**src/rtl/xlate_pkg.sv**
```systemverilog
package xlate_pkg;

    typedef enum logic [1:0] {
        ST_IDLE    = 2'd0,
        ST_FWD_OUT = 2'd1,
        ST_REV_OUT = 2'd2
    } xl_state_e;

    typedef enum logic {
        DIR_TO_LOCAL  = 1'b0,
        DIR_TO_SYSTEM = 1'b1
    } xl_dir_e;

    // interleave enable code to number of squeezed address bits
    function automatic logic [1:0] ilv_shift(input logic [2:0] code);
        logic [1:0] s;
        unique case (code)
            3'd1:    s = 2'd1;
            3'd3:    s = 2'd2;
            3'd7:    s = 2'd3;
            default: s = 2'd0;
        endcase
        return s;
    endfunction

endpackage

```
**src/rtl/xlate_fwd.sv**
```systemverilog
module xlate_fwd #(
    parameter int ADDR_W  = 64,
    parameter int PHYS_W  = 40,
    parameter int HOLE_W  = 32,
    parameter int PAGE_W  = 12,
    parameter int LOCAL_W = 36
) (
    input  logic [ADDR_W-1:0] sys_addr,
    input  logic              hole_en,
    input  logic [HOLE_W-1:0] hole_base,
    input  logic [PHYS_W-1:0] hole_offset,
    input  logic [PHYS_W-1:0] node_base,
    input  logic [2:0]        ilv_en,
    output logic [ADDR_W-1:0] in_addr
);
    import xlate_pkg::*;

    localparam logic [ADDR_W-1:0] WIN_LO     = ADDR_W'(1) << HOLE_W;
    localparam logic [ADDR_W-1:0] PHYS_MASK  = (ADDR_W'(1) << PHYS_W) - ADDR_W'(1);
    localparam logic [ADDR_W-1:0] PAGE_MASK  = (ADDR_W'(1) << PAGE_W) - ADDR_W'(1);
    localparam logic [ADDR_W-1:0] FIELD_MASK = ((ADDR_W'(1) << LOCAL_W) - ADDR_W'(1)) & ~PAGE_MASK;

    logic [ADDR_W-1:0] hole_size;
    logic [ADDR_W-1:0] win_hi;
    logic              hole_hit;
    logic [ADDR_W-1:0] node_local;
    logic [ADDR_W-1:0] squeezed;
    logic [1:0]        sh;

    always_comb begin
        hole_size = WIN_LO - ADDR_W'(hole_base);
        win_hi    = WIN_LO + hole_size;
        hole_hit  = hole_en && (sys_addr >= WIN_LO) && (sys_addr < win_hi);
        if (hole_hit) begin
            node_local = sys_addr - ADDR_W'(hole_offset);
        end else begin
            node_local = (sys_addr & PHYS_MASK) - ADDR_W'(node_base);
        end
        sh       = ilv_shift(ilv_en);
        squeezed = node_local >> sh;
        in_addr  = (squeezed & FIELD_MASK) | (node_local & PAGE_MASK);
    end

endmodule

```
**src/rtl/xlate_rev.sv**
```systemverilog
module xlate_rev #(
    parameter int ADDR_W  = 64,
    parameter int PHYS_W  = 40,
    parameter int HOLE_W  = 32,
    parameter int PAGE_W  = 12,
    parameter int LOCAL_W = 36
) (
    input  logic [ADDR_W-1:0] in_addr,
    input  logic              hole_en,
    input  logic [HOLE_W-1:0] hole_base,
    input  logic [PHYS_W-1:0] hole_offset,
    input  logic [PHYS_W-1:0] node_base,
    input  logic [2:0]        ilv_en,
    input  logic [2:0]        ilv_sel,
    output logic [ADDR_W-1:0] sys_addr
);
    import xlate_pkg::*;

    localparam logic [ADDR_W-1:0] WIN_LO     = ADDR_W'(1) << HOLE_W;
    localparam logic [ADDR_W-1:0] PAGE_MASK  = (ADDR_W'(1) << PAGE_W) - ADDR_W'(1);
    localparam logic [ADDR_W-1:0] FIELD_MASK = ((ADDR_W'(1) << LOCAL_W) - ADDR_W'(1)) & ~PAGE_MASK;
    localparam logic [ADDR_W-1:0] EXT_MASK   = ~((ADDR_W'(1) << PHYS_W) - ADDR_W'(1));

    logic [1:0]        sh;
    logic [2:0]        sel_mask;
    logic [ADDR_W-1:0] node_local;
    logic              in_hole;
    logic [ADDR_W-1:0] sum;

    always_comb begin
        sh       = ilv_shift(ilv_en);
        sel_mask = 3'((4'd1 << sh) - 4'd1);
        if (sh == 2'd0) begin
            node_local = in_addr;
        end else begin
            node_local = ((in_addr & FIELD_MASK) << sh)
                       + (in_addr & PAGE_MASK)
                       + (ADDR_W'(ilv_sel & sel_mask) << PAGE_W);
        end
        in_hole = hole_en && (node_local >= ADDR_W'(hole_base)) && (node_local < WIN_LO);
        if (in_hole) begin
            sum = node_local + ADDR_W'(hole_offset);
        end else begin
            sum = node_local + ADDR_W'(node_base);
        end
        sys_addr = sum[PHYS_W-1] ? (sum | EXT_MASK) : sum;
    end

endmodule

```
**src/rtl/xlate_ctrl.sv**
```systemverilog
module xlate_ctrl #(
    parameter int ADDR_W = 64
) (
    input  logic              clk,
    input  logic              rst_n,
    input  logic              req_valid,
    input  logic              req_dir,
    input  logic [ADDR_W-1:0] fwd_res,
    input  logic [ADDR_W-1:0] rev_res,
    output logic              out_valid,
    output logic [ADDR_W-1:0] out_addr
);
    import xlate_pkg::*;

    xl_state_e         state_q;
    xl_state_e         state_d;
    logic [ADDR_W-1:0] res_q;

    always_comb begin
        state_d = ST_IDLE;
        unique case (state_q)
            ST_IDLE, ST_FWD_OUT, ST_REV_OUT: begin
                if (req_valid) begin
                    state_d = (xl_dir_e'(req_dir) == DIR_TO_SYSTEM) ? ST_REV_OUT : ST_FWD_OUT;
                end
            end
            default: state_d = ST_IDLE;
        endcase
    end

    always_ff @(posedge clk) begin
        if (!rst_n) begin
            state_q <= ST_IDLE;
            res_q   <= '0;
        end else begin
            state_q <= state_d;
            if (req_valid) begin
                res_q <= (xl_dir_e'(req_dir) == DIR_TO_SYSTEM) ? rev_res : fwd_res;
            end
        end
    end

    always_comb begin
        out_valid = 1'b0;
        out_addr  = '0;
        unique case (state_q)
            ST_IDLE: begin
                out_valid = 1'b0;
                out_addr  = '0;
            end
            ST_FWD_OUT, ST_REV_OUT: begin
                out_valid = 1'b1;
                out_addr  = res_q;
            end
            default: begin
                out_valid = 1'b0;
                out_addr  = '0;
            end
        endcase
    end

endmodule

```
**src/rtl/addr_xlate_top.sv**
```systemverilog
module addr_xlate_top #(
    parameter int ADDR_W  = 64,
    parameter int PHYS_W  = 40,
    parameter int HOLE_W  = 32,
    parameter int PAGE_W  = 12,
    parameter int LOCAL_W = 36
) (
    input  logic              clk,
    input  logic              rst_n,
    input  logic              req_valid,
    input  logic              req_dir,
    input  logic [ADDR_W-1:0] req_addr,
    input  logic              cfg_hole_en,
    input  logic [HOLE_W-1:0] cfg_hole_base,
    input  logic [PHYS_W-1:0] cfg_hole_offset,
    input  logic [PHYS_W-1:0] cfg_node_base,
    input  logic [2:0]        cfg_ilv_en,
    input  logic [2:0]        cfg_ilv_sel,
    output logic              out_valid,
    output logic [ADDR_W-1:0] out_addr
);

    logic [ADDR_W-1:0] fwd_res;
    logic [ADDR_W-1:0] rev_res;

    xlate_fwd #(
        .ADDR_W(ADDR_W), .PHYS_W(PHYS_W), .HOLE_W(HOLE_W),
        .PAGE_W(PAGE_W), .LOCAL_W(LOCAL_W)
    ) u_fwd (
        .sys_addr    (req_addr),
        .hole_en     (cfg_hole_en),
        .hole_base   (cfg_hole_base),
        .hole_offset (cfg_hole_offset),
        .node_base   (cfg_node_base),
        .ilv_en      (cfg_ilv_en),
        .in_addr     (fwd_res)
    );

    xlate_rev #(
        .ADDR_W(ADDR_W), .PHYS_W(PHYS_W), .HOLE_W(HOLE_W),
        .PAGE_W(PAGE_W), .LOCAL_W(LOCAL_W)
    ) u_rev (
        .in_addr     (req_addr),
        .hole_en     (cfg_hole_en),
        .hole_base   (cfg_hole_base),
        .hole_offset (cfg_hole_offset),
        .node_base   (cfg_node_base),
        .ilv_en      (cfg_ilv_en),
        .ilv_sel     (cfg_ilv_sel),
        .sys_addr    (rev_res)
    );

    xlate_ctrl #(
        .ADDR_W(ADDR_W)
    ) u_ctrl (
        .clk       (clk),
        .rst_n     (rst_n),
        .req_valid (req_valid),
        .req_dir   (req_dir),
        .fwd_res   (fwd_res),
        .rev_res   (rev_res),
        .out_valid (out_valid),
        .out_addr  (out_addr)
    );

endmodule

```
**config.mk**
```make
export PLATFORM = sky130hd
export DESIGN_NAME = addr_xlate_top
export DESIGN_NICKNAME = d
export VERILOG_FILES = /design/src/rtl/xlate_pkg.sv /design/src/rtl/xlate_fwd.sv /design/src/rtl/xlate_rev.sv /design/src/rtl/xlate_ctrl.sv /design/src/rtl/addr_xlate_top.sv
export SDC_FILE = /design/constraint.sdc
export NUM_CORES = 1
export LEC_CHECK = 0
export BUFFER_PORTS_ARGS = -buffer_cell sky130_fd_sc_hd__buf_2
export CELL_PAD_IN_SITES_DETAIL_PLACEMENT = 1
export CELL_PAD_IN_SITES_GLOBAL_PLACEMENT = 2
export CORE_MARGIN = 1
export CORE_UTILIZATION = 36
export CTS_BUF_LIST = sky130_fd_sc_hd__clkbuf_8
export CTS_CLUSTER_SIZE = 24
export DETAILED_ROUTE_END_ITERATION = 8
export PLACE_DENSITY = 0.88
export SYNTH_ARGS = -nofsm -noshare
export SYNTH_HDL_FRONTEND = slang
export SYNTH_SLANG_ARGS = --single-unit
```
**constraint.sdc**
```tcl
create_clock -name clk -period 27 [get_ports clk]
set_input_delay 0 -clock clk [delete_from_list [all_inputs] [get_ports clk]]
set_output_delay 0 -clock clk [all_outputs]
set_load 0.01 [all_outputs]
```
==> results of run 1 <==
metal layers:
metal / track usage, % / wire length [um] / vias up
met3: 1.80 / 2370 / 77
met5: 0 / 8 / -
met4: 7.97 / 1580 / 2
met1: 41.8 / 32200 / 8585
met2: 48.3 / 29300 / 439
li1: - / - / 8496
path summary, 6_finish.rpt:
check | start | endpoint | cells after the start
max | cfg_ilv_en[2] | u_ctrl.res_q[44]$_SDFFE_PN0P_ | 42
min | req_addr[52] | u_ctrl.res_q[52]$_SDFFE_PN0P_ | 3
max reg2reg | u_ctrl.res_q[44]$_SDFFE_PN0P_ | u_ctrl.res_q[44]$_SDFFE_PN0P_ | 3
min reg2reg | u_ctrl.res_q[15]$_SDFFE_PN0P_ | u_ctrl.res_q[15]$_SDFFE_PN0P_ | 2
power by group through the flow:
stage          Combinational, mW  Sequential [mW]  Clock (mW)
5_1_grt                    0.410            0.116      0.0790
6_report                   0.374            0.115      0.0725
2_1_floorplan              0.249            0.114           0
3_5_place_dp               0.367            0.117           0
4_1_cts                    0.370            0.115      0.0744
3_3_place_gp               0.360            0.117           0
kinds of logic (layout without fill, tap and decap cells):
| logic type | count (synthesis) | in the layout | share of synthesized area [%] |
|---|---|---|---|
| AND/OR/NAND/NOR | 777 | 777 | 25.3 |
| AO/OA/AOI/OAI | 729 | 729 | 30.9 |
| multiplexers | 63 | 63 | 4.20 |
| buffers and inverters | 248 | 438 | 6.31 |
| adder cells (fa/ha/maj) | 189 | 189 | 15.6 |
| flip-flops | 66 | 66 | 8.63 |
| XOR/XNOR | 157 | 157 | 9.03 |
| other | 0 | 2 | 0 |
worst max-delay path, delay by kind of cell:
family / cells / cell delay (ns)
fa+ha+maj: 4 / 1.18
mux: 1 / 0.22
compound gates: 19 / 5.37
xor+xnor: 1 / 0.17
simple gates: 12 / 2.43
buf+inv: 5 / 2.13
cells in the mapped netlist, drive strengths merged (30+ instances only):
cell type	n
a21o	71
nand4	38
and3	31
ha	185
a21oi	188
o21ai	180
inv	154
o21a	30
a211oi	34
nand3	67
xnor2	105
nor3	52
xor2	52
and2	84
dfxtp	66
clkbuf	73
nor2	136
nand2	244
mux2i	53
final cells by class:
cell class	count	area [um2]
Fill cell	5507	24700
Multi-Input combinational cell	1915	13100
Timing Repair Buffer	271	1420
Sequential cell	66	1320
Tap cell	539	674
Inverter	154	578
Clock buffer	11	151
Clock inverter	2	7.51
Antenna cell	2	5.00
through the flow:
stage / util [%] / std cells
floorplan: - / 2229
global placement: 40.5 / 2939
detailed placement: 40.5 / 2939
CTS: 41.0 / 2958
global route: 41.0 / 2958
finish: 41.0 / 2960
state kept, by name, indices dropped and copies added (netlist names):
signal and count:
u_ctrl.state_q 2, u_ctrl.res_q 64
==> impl_results.md, run 1 <==
* Status: finished clean
* Via density at 5.95
* Largest net degree at the start of global routing at 70
* Total CTS buffers at 9
* IO Port Bufs at 251
* Warnings, synthesis at 0
* Post-CTS resize count at 0
* Row cnt at 75
* Relative slew margins at 13.2%
* EDFF count, synth at 0
* Worst skew pair latency at 0.35 ns
* Max-Cap Viols at 0
* Most frequent cells in the layout: 251 x buf_2, 242 x nand2_1, 185 x a21oi_1, 185 x ha_1, 178 x o21ai_0
* Top cells by area, synth: ha_1 15%, dfxtp_1 8.6%, a21oi_1 6.0%
* Psw at 0.275 mW
* CTS root buffer: clkbuf_8
* RSZ-0062 raised after global routing: no
* Commonest non-fill, non-tap cell in the layout: buf_2
* Detailed-placement wirelength estimate at 54,700 um
* Critical Path Start Type: primary input
* Crit path kind: primary input to flop
* Final hold slack at 0.0319 ns
* Setup repair bufs after CTS at 0
* Die X at 208 um
* Tmin final at 11.30 ns
* DIE AREA at 0.0434 mm2
* First-pass GRT wire length at 101,000 um
* Routed WL per cell at 22.1 um
* Tot Pwr at 0.562 mW
* Yosys reg bits at 66
* Final WL at 65,500 um
* Drt initial violations at 957
* Leading area contributor after synthesis: ha_1
* Synth top area share at 15.1%
* Pins over their slew limit at 0
* Initial Util at 36.5%
* Seq/Total Area, Yosys at 8.63%
* Sw Ratio at 48.9%
* Cell variety after synth at 94
* Worst-path clk slew at 0.08 ns
* Crit-path slowest cell: a2111oi_0
* DRC viols at 0
* Dpl cell area at 0.0170 mm2
* Area growth syn-to-layout at 12.4%
* Worst vdd ir at 0.0186 mV
* Fin area at 0.0172 mm2
* Initial antenna violation count at 3
* Internal power at 0.287 mW
* CP Data Required Time at 27.26 ns
* Final Skew at 0.0000375 ns
* Worst Tran Pin Value at 1.29 ns
* Cell count after synthesis at 2,229
* Setup WS post-layout at 15.70 ns
* PD cells at 32.6 mW/mm2
* Tcrit/Tclk final at 41.8%
* Core ar. at 0.0419 mm2
* Post-synthesis net count at 2,605
* Pleak at 8.18 nW
* Synth Cell Area at 0.0153 mm2
* Die H at 208 um
* Initial DRT Pass Iterations at 5
* Worst min path class: primary input to flop
* Mean Syn Cell Area at 6.87 um2
* Setup TNS at 0 ns
* Total number of vias at 17,599
* Fin nets at 2,793
* CTS max path bufs at 2
* Synth Flop Type: dfxtp_1
* Routability cong. at 0.940
* CTS H-tree depth at 3
* Crit-path max FO at 69
* Gr ovfl total at 0
* Share of power burned in registers at 20.5%
* Final Hold Viols at 0
* Count of final setup violators at 0
* CTS tree: built
* Vias in the first global route at 17,591
* Post-route ant nets at 0
* # IOs at 252
* Clock power frac at 12.9%
* Fraction of layout cells with a size suffix above 1 at 13.5%
* Crit path largest cell delay at 0.84 ns
* Pre-CTS WS at 16.04 ns
* Post-synth ARST share at 0%
* Clk sinks at 66
* Crit path DAT at 11.55 ns
* Tot GR Track Use at 29.6%
* Logic pwr share at 66.6%
* Hold_buf cts at 6
* Worst reg2reg setup slack at 25.70 ns
* Achievable frequency at 88.5 MHz
* CP Capture Type: flop
Note: power is estimated with default switching activity, not from simulation.
==> run 2: changes to the inputs <==
--- a/config.mk
+++ b/config.mk
@@ -9,11 +9,11 @@
 export CELL_PAD_IN_SITES_DETAIL_PLACEMENT = 1
 export CELL_PAD_IN_SITES_GLOBAL_PLACEMENT = 2
 export CORE_MARGIN = 1
-export CORE_UTILIZATION = 36
+export CORE_UTILIZATION = 30
 export CTS_BUF_LIST = sky130_fd_sc_hd__clkbuf_8
 export CTS_CLUSTER_SIZE = 24
 export DETAILED_ROUTE_END_ITERATION = 8
-export PLACE_DENSITY = 0.88
+export PLACE_DENSITY = 0.78
 export SYNTH_ARGS = -nofsm -noshare
 export SYNTH_HDL_FRONTEND = slang
 export SYNTH_SLANG_ARGS = --single-unit
==> constraint.sdc (replaced) <==
create_clock -name clk -period 9.3 [get_ports clk]
set_input_delay 0 -clock clk [delete_from_list [all_inputs] [get_ports clk]]
set_output_delay 0 -clock clk [all_outputs]
set_load 0.01 [all_outputs]
==> run 2 against run 1 <==
Effect of this change:
- first-iteration DRC count is 13% higher
- final cell count is 5.6% higher
- critical endpoint is now u_ctrl.res_q[60]$_SDFFE_PN0P_
- worst setup slack worse by 15 ns
- largest cell class unchanged
- count of clock-buffer cells in the layout stayed put
- via count is 1.8% higher
- cell area is 2.9% higher
- total power grew to 3.0 times the previous value
- utilization is 5.8 points lower
- clock power grew to 3.1 times the previous value
- global-route usage is 3.0 points lower
==> impl_results.md, run 2 (synthesis results as in run 1) <==
* Status: finished clean
* First-pass GRT wire length at 109,000 um
* Largest net degree at the start of global routing at 49
* Vias in the first global route at 18,152
* Tcrit/Tclk final at 93.1%
* Crit-path max FO at 14
* Initial DRT Pass Iterations at 5
* Worst min path class: primary input to flop
* CP Capture Type: flop
* Biggest regs: u_ctrl.res_q x64, u_ctrl.state_q x2
* Worst-path clk slew at 0.08 ns
* Row cnt at 82
* Antenna cells at 0
* CTS tree: built
* Via density at 5.73
* Achievable frequency at 116 MHz
* Die X at 228 um
* Max-Cap Viols at 0
* Total CTS buffers at 9
* DIE AREA at 0.0520 mm2
* Hold Path Depth at 3
* Critical Path Start Type: primary input
* Worst skew pair latency at 0.33 ns
* Post-route ant nets at 0
* Worst Tran Pin Value at 1.12 ns
* Most frequent cells in the layout: 251 x buf_2, 242 x nand2_1, 185 x ha_1
* PD cells at 94.9 mW/mm2
* R2R depth at 4
* Fin nets at 2,827
* Worst r2r src: u_ctrl.res_q[35]$_SDFFE_PN0P_
* Clk sinks at 66
* CTS root buffer: clkbuf_8
* Pins over their slew limit at 0
* Crit path DAT at 8.88 ns
* Initial Util at 30.5%
* Crit path kind: primary input to flop
* CTS max path bufs at 2
* DRC viols at 0
* Detailed-placement wirelength estimate at 59,800 um
* Core ar. at 0.0503 mm2
* Initial antenna violation count at 2
* Placed cells at 3,107
* Pleak at 8.37 nW
* Crit path largest cell delay at 0.64 ns
* Final WL at 71,400 um
* Worst vdd ir at 0.0565 mV
* Setup repair bufs after CTS at 0
* Critical Path Sink: u_ctrl.res_q[60]$_SDFFE_PN0P_
* Worst path depth at 39
* Fraction of layout cells with a size suffix above 1 at 15.0%
* Area growth syn-to-layout at 15.6%
* Non-filler cells, final at 3,127
* Gr ovfl total at 0
* Worst reg2reg setup slack at 8.11 ns
* Tot Pwr at 1.68 mW
* Die H at 228 um
* Crit-path slowest cell: o21ai_0
* Most frequent CP cell: o21ai_0
* Count of final setup violators at 0
* Routed WL per cell at 22.8 um
* Total number of vias at 17,911
* Commonest non-fill, non-tap cell in the layout: buf_2
* Tmin final at 8.66 ns
* Routability cong. at 0.964
* Drt initial violations at 1,080
* # IOs at 252
* Buf/Inv on CP at 3
* Final Hold Viols at 0
* Number of flip-flops in the largest register at 64
* Top reg by flops: u_ctrl.res_q
* Crit path launch: cfg_ilv_en[1]
* Tot GR Track Use at 26.6%
* Delay-heaviest family, CP: compound AO/OA/AOI/OAI gates
* Filler Cells Inserted at 6,449
* Relative slew margins at 24.5%
* CTS H-tree depth at 3
* IO Port Bufs at 251
* CP Data Required Time at 9.52 ns
* FF-to-FF End: u_ctrl.res_q[35]$_SDFFE_PN0P_
* Final Skew at 0.0000181 ns
* Hold_sp: req_addr[50]
==> run 2: changes by cell type in the layout (fill, tap and decap cells not counted), moves of 2 or more <==
cell,previous run,this run
buf_12,0,3
a21oi_2,3,5
buf_4,14,46
o21ai_0,178,174
o21ai_2,0,2
diode_2,2,0
o21ai_1,2,4
a21oi_1,185,183
==> run 2: what timing repair did <==
action | CTS | global route
hold buffers | 5 | 0
resized for setup | 0 | 11
endpoints found under the hold margin | 3 | 0
setup endpoints to repair | 0 | 26
==> run 2: stage by stage <==
step           hold WS (ns)  utilization [%]  cell area, um2  setup WS, ns  TNS [ns]
4_1_cts             0.00622             35.2           17700         0.295         0
3_3_place_gp          0.347             34.7           17500         0.134         0
2_1_floorplan         0.154                -           15300         0.657         0
3_5_place_dp          0.355             34.7           17500       -0.0354   -0.0564
5_1_grt              0.0387             35.2           17700       -0.0350   -0.0395
6_report             0.0190             35.2           17700         0.642         0
==> run 2: final cells by class <==
class                           instances  area, um2  share of cell area (%)
Clock inverter                          4       20.0                   0.113
Clock buffer                           11        151                   0.855
Tap cell                              672        841                    4.75
Multi-Input combinational cell       1915      13100                    73.9
Inverter                              154        578                    3.26
Timing Repair Buffer                  305       1710                    9.67
Sequential cell                        66       1320                    7.46
==> run 2: worst register-to-register path: cells and delay by family, from the launching register on <==
kind	cells	cell delay (ns)
AO/OA/AOI/OAI	3	0.69
flip-flops	1	0.33
AND/OR/NAND/NOR	1	0.07
==> run 2: metal layers <==
layer  track usage [%]  up-vias  part of all wire (%)  wire length, um
met5                 0        -                     0                0
met4              8.18        0                   2.9             2110
met3              2.94       96                   4.7             3390
met2              42.6      527                    44            31600
met1              37.1     8742                    48            34300
li1                  -     8546                     -                -
==> run 2: report_power, final <==
part / total [mW] / internal [mW] / switching (mW) / leakage [nW]
clock: 0.222 / 0.108 / 0.114 / 0.0938
sequential: 0.336 / 0.315 / 0.0207 / 0.545
combinational: 1.12 / 0.431 / 0.692 / 7.73
==> run 2: worst min-delay path by stage <==
stage,end
6_report,u_ctrl.res_q[50]$_SDFFE_PN0P_
5_1_grt,u_ctrl.res_q[50]$_SDFFE_PN0P_
4_1_cts,u_ctrl.res_q[50]$_SDFFE_PN0P_
3_5_place_dp,u_ctrl.res_q[42]$_SDFFE_PN0P_
3_3_place_gp,u_ctrl.res_q[42]$_SDFFE_PN0P_
2_1_floorplan,u_ctrl.res_q[44]$_SDFFE_PN0P_
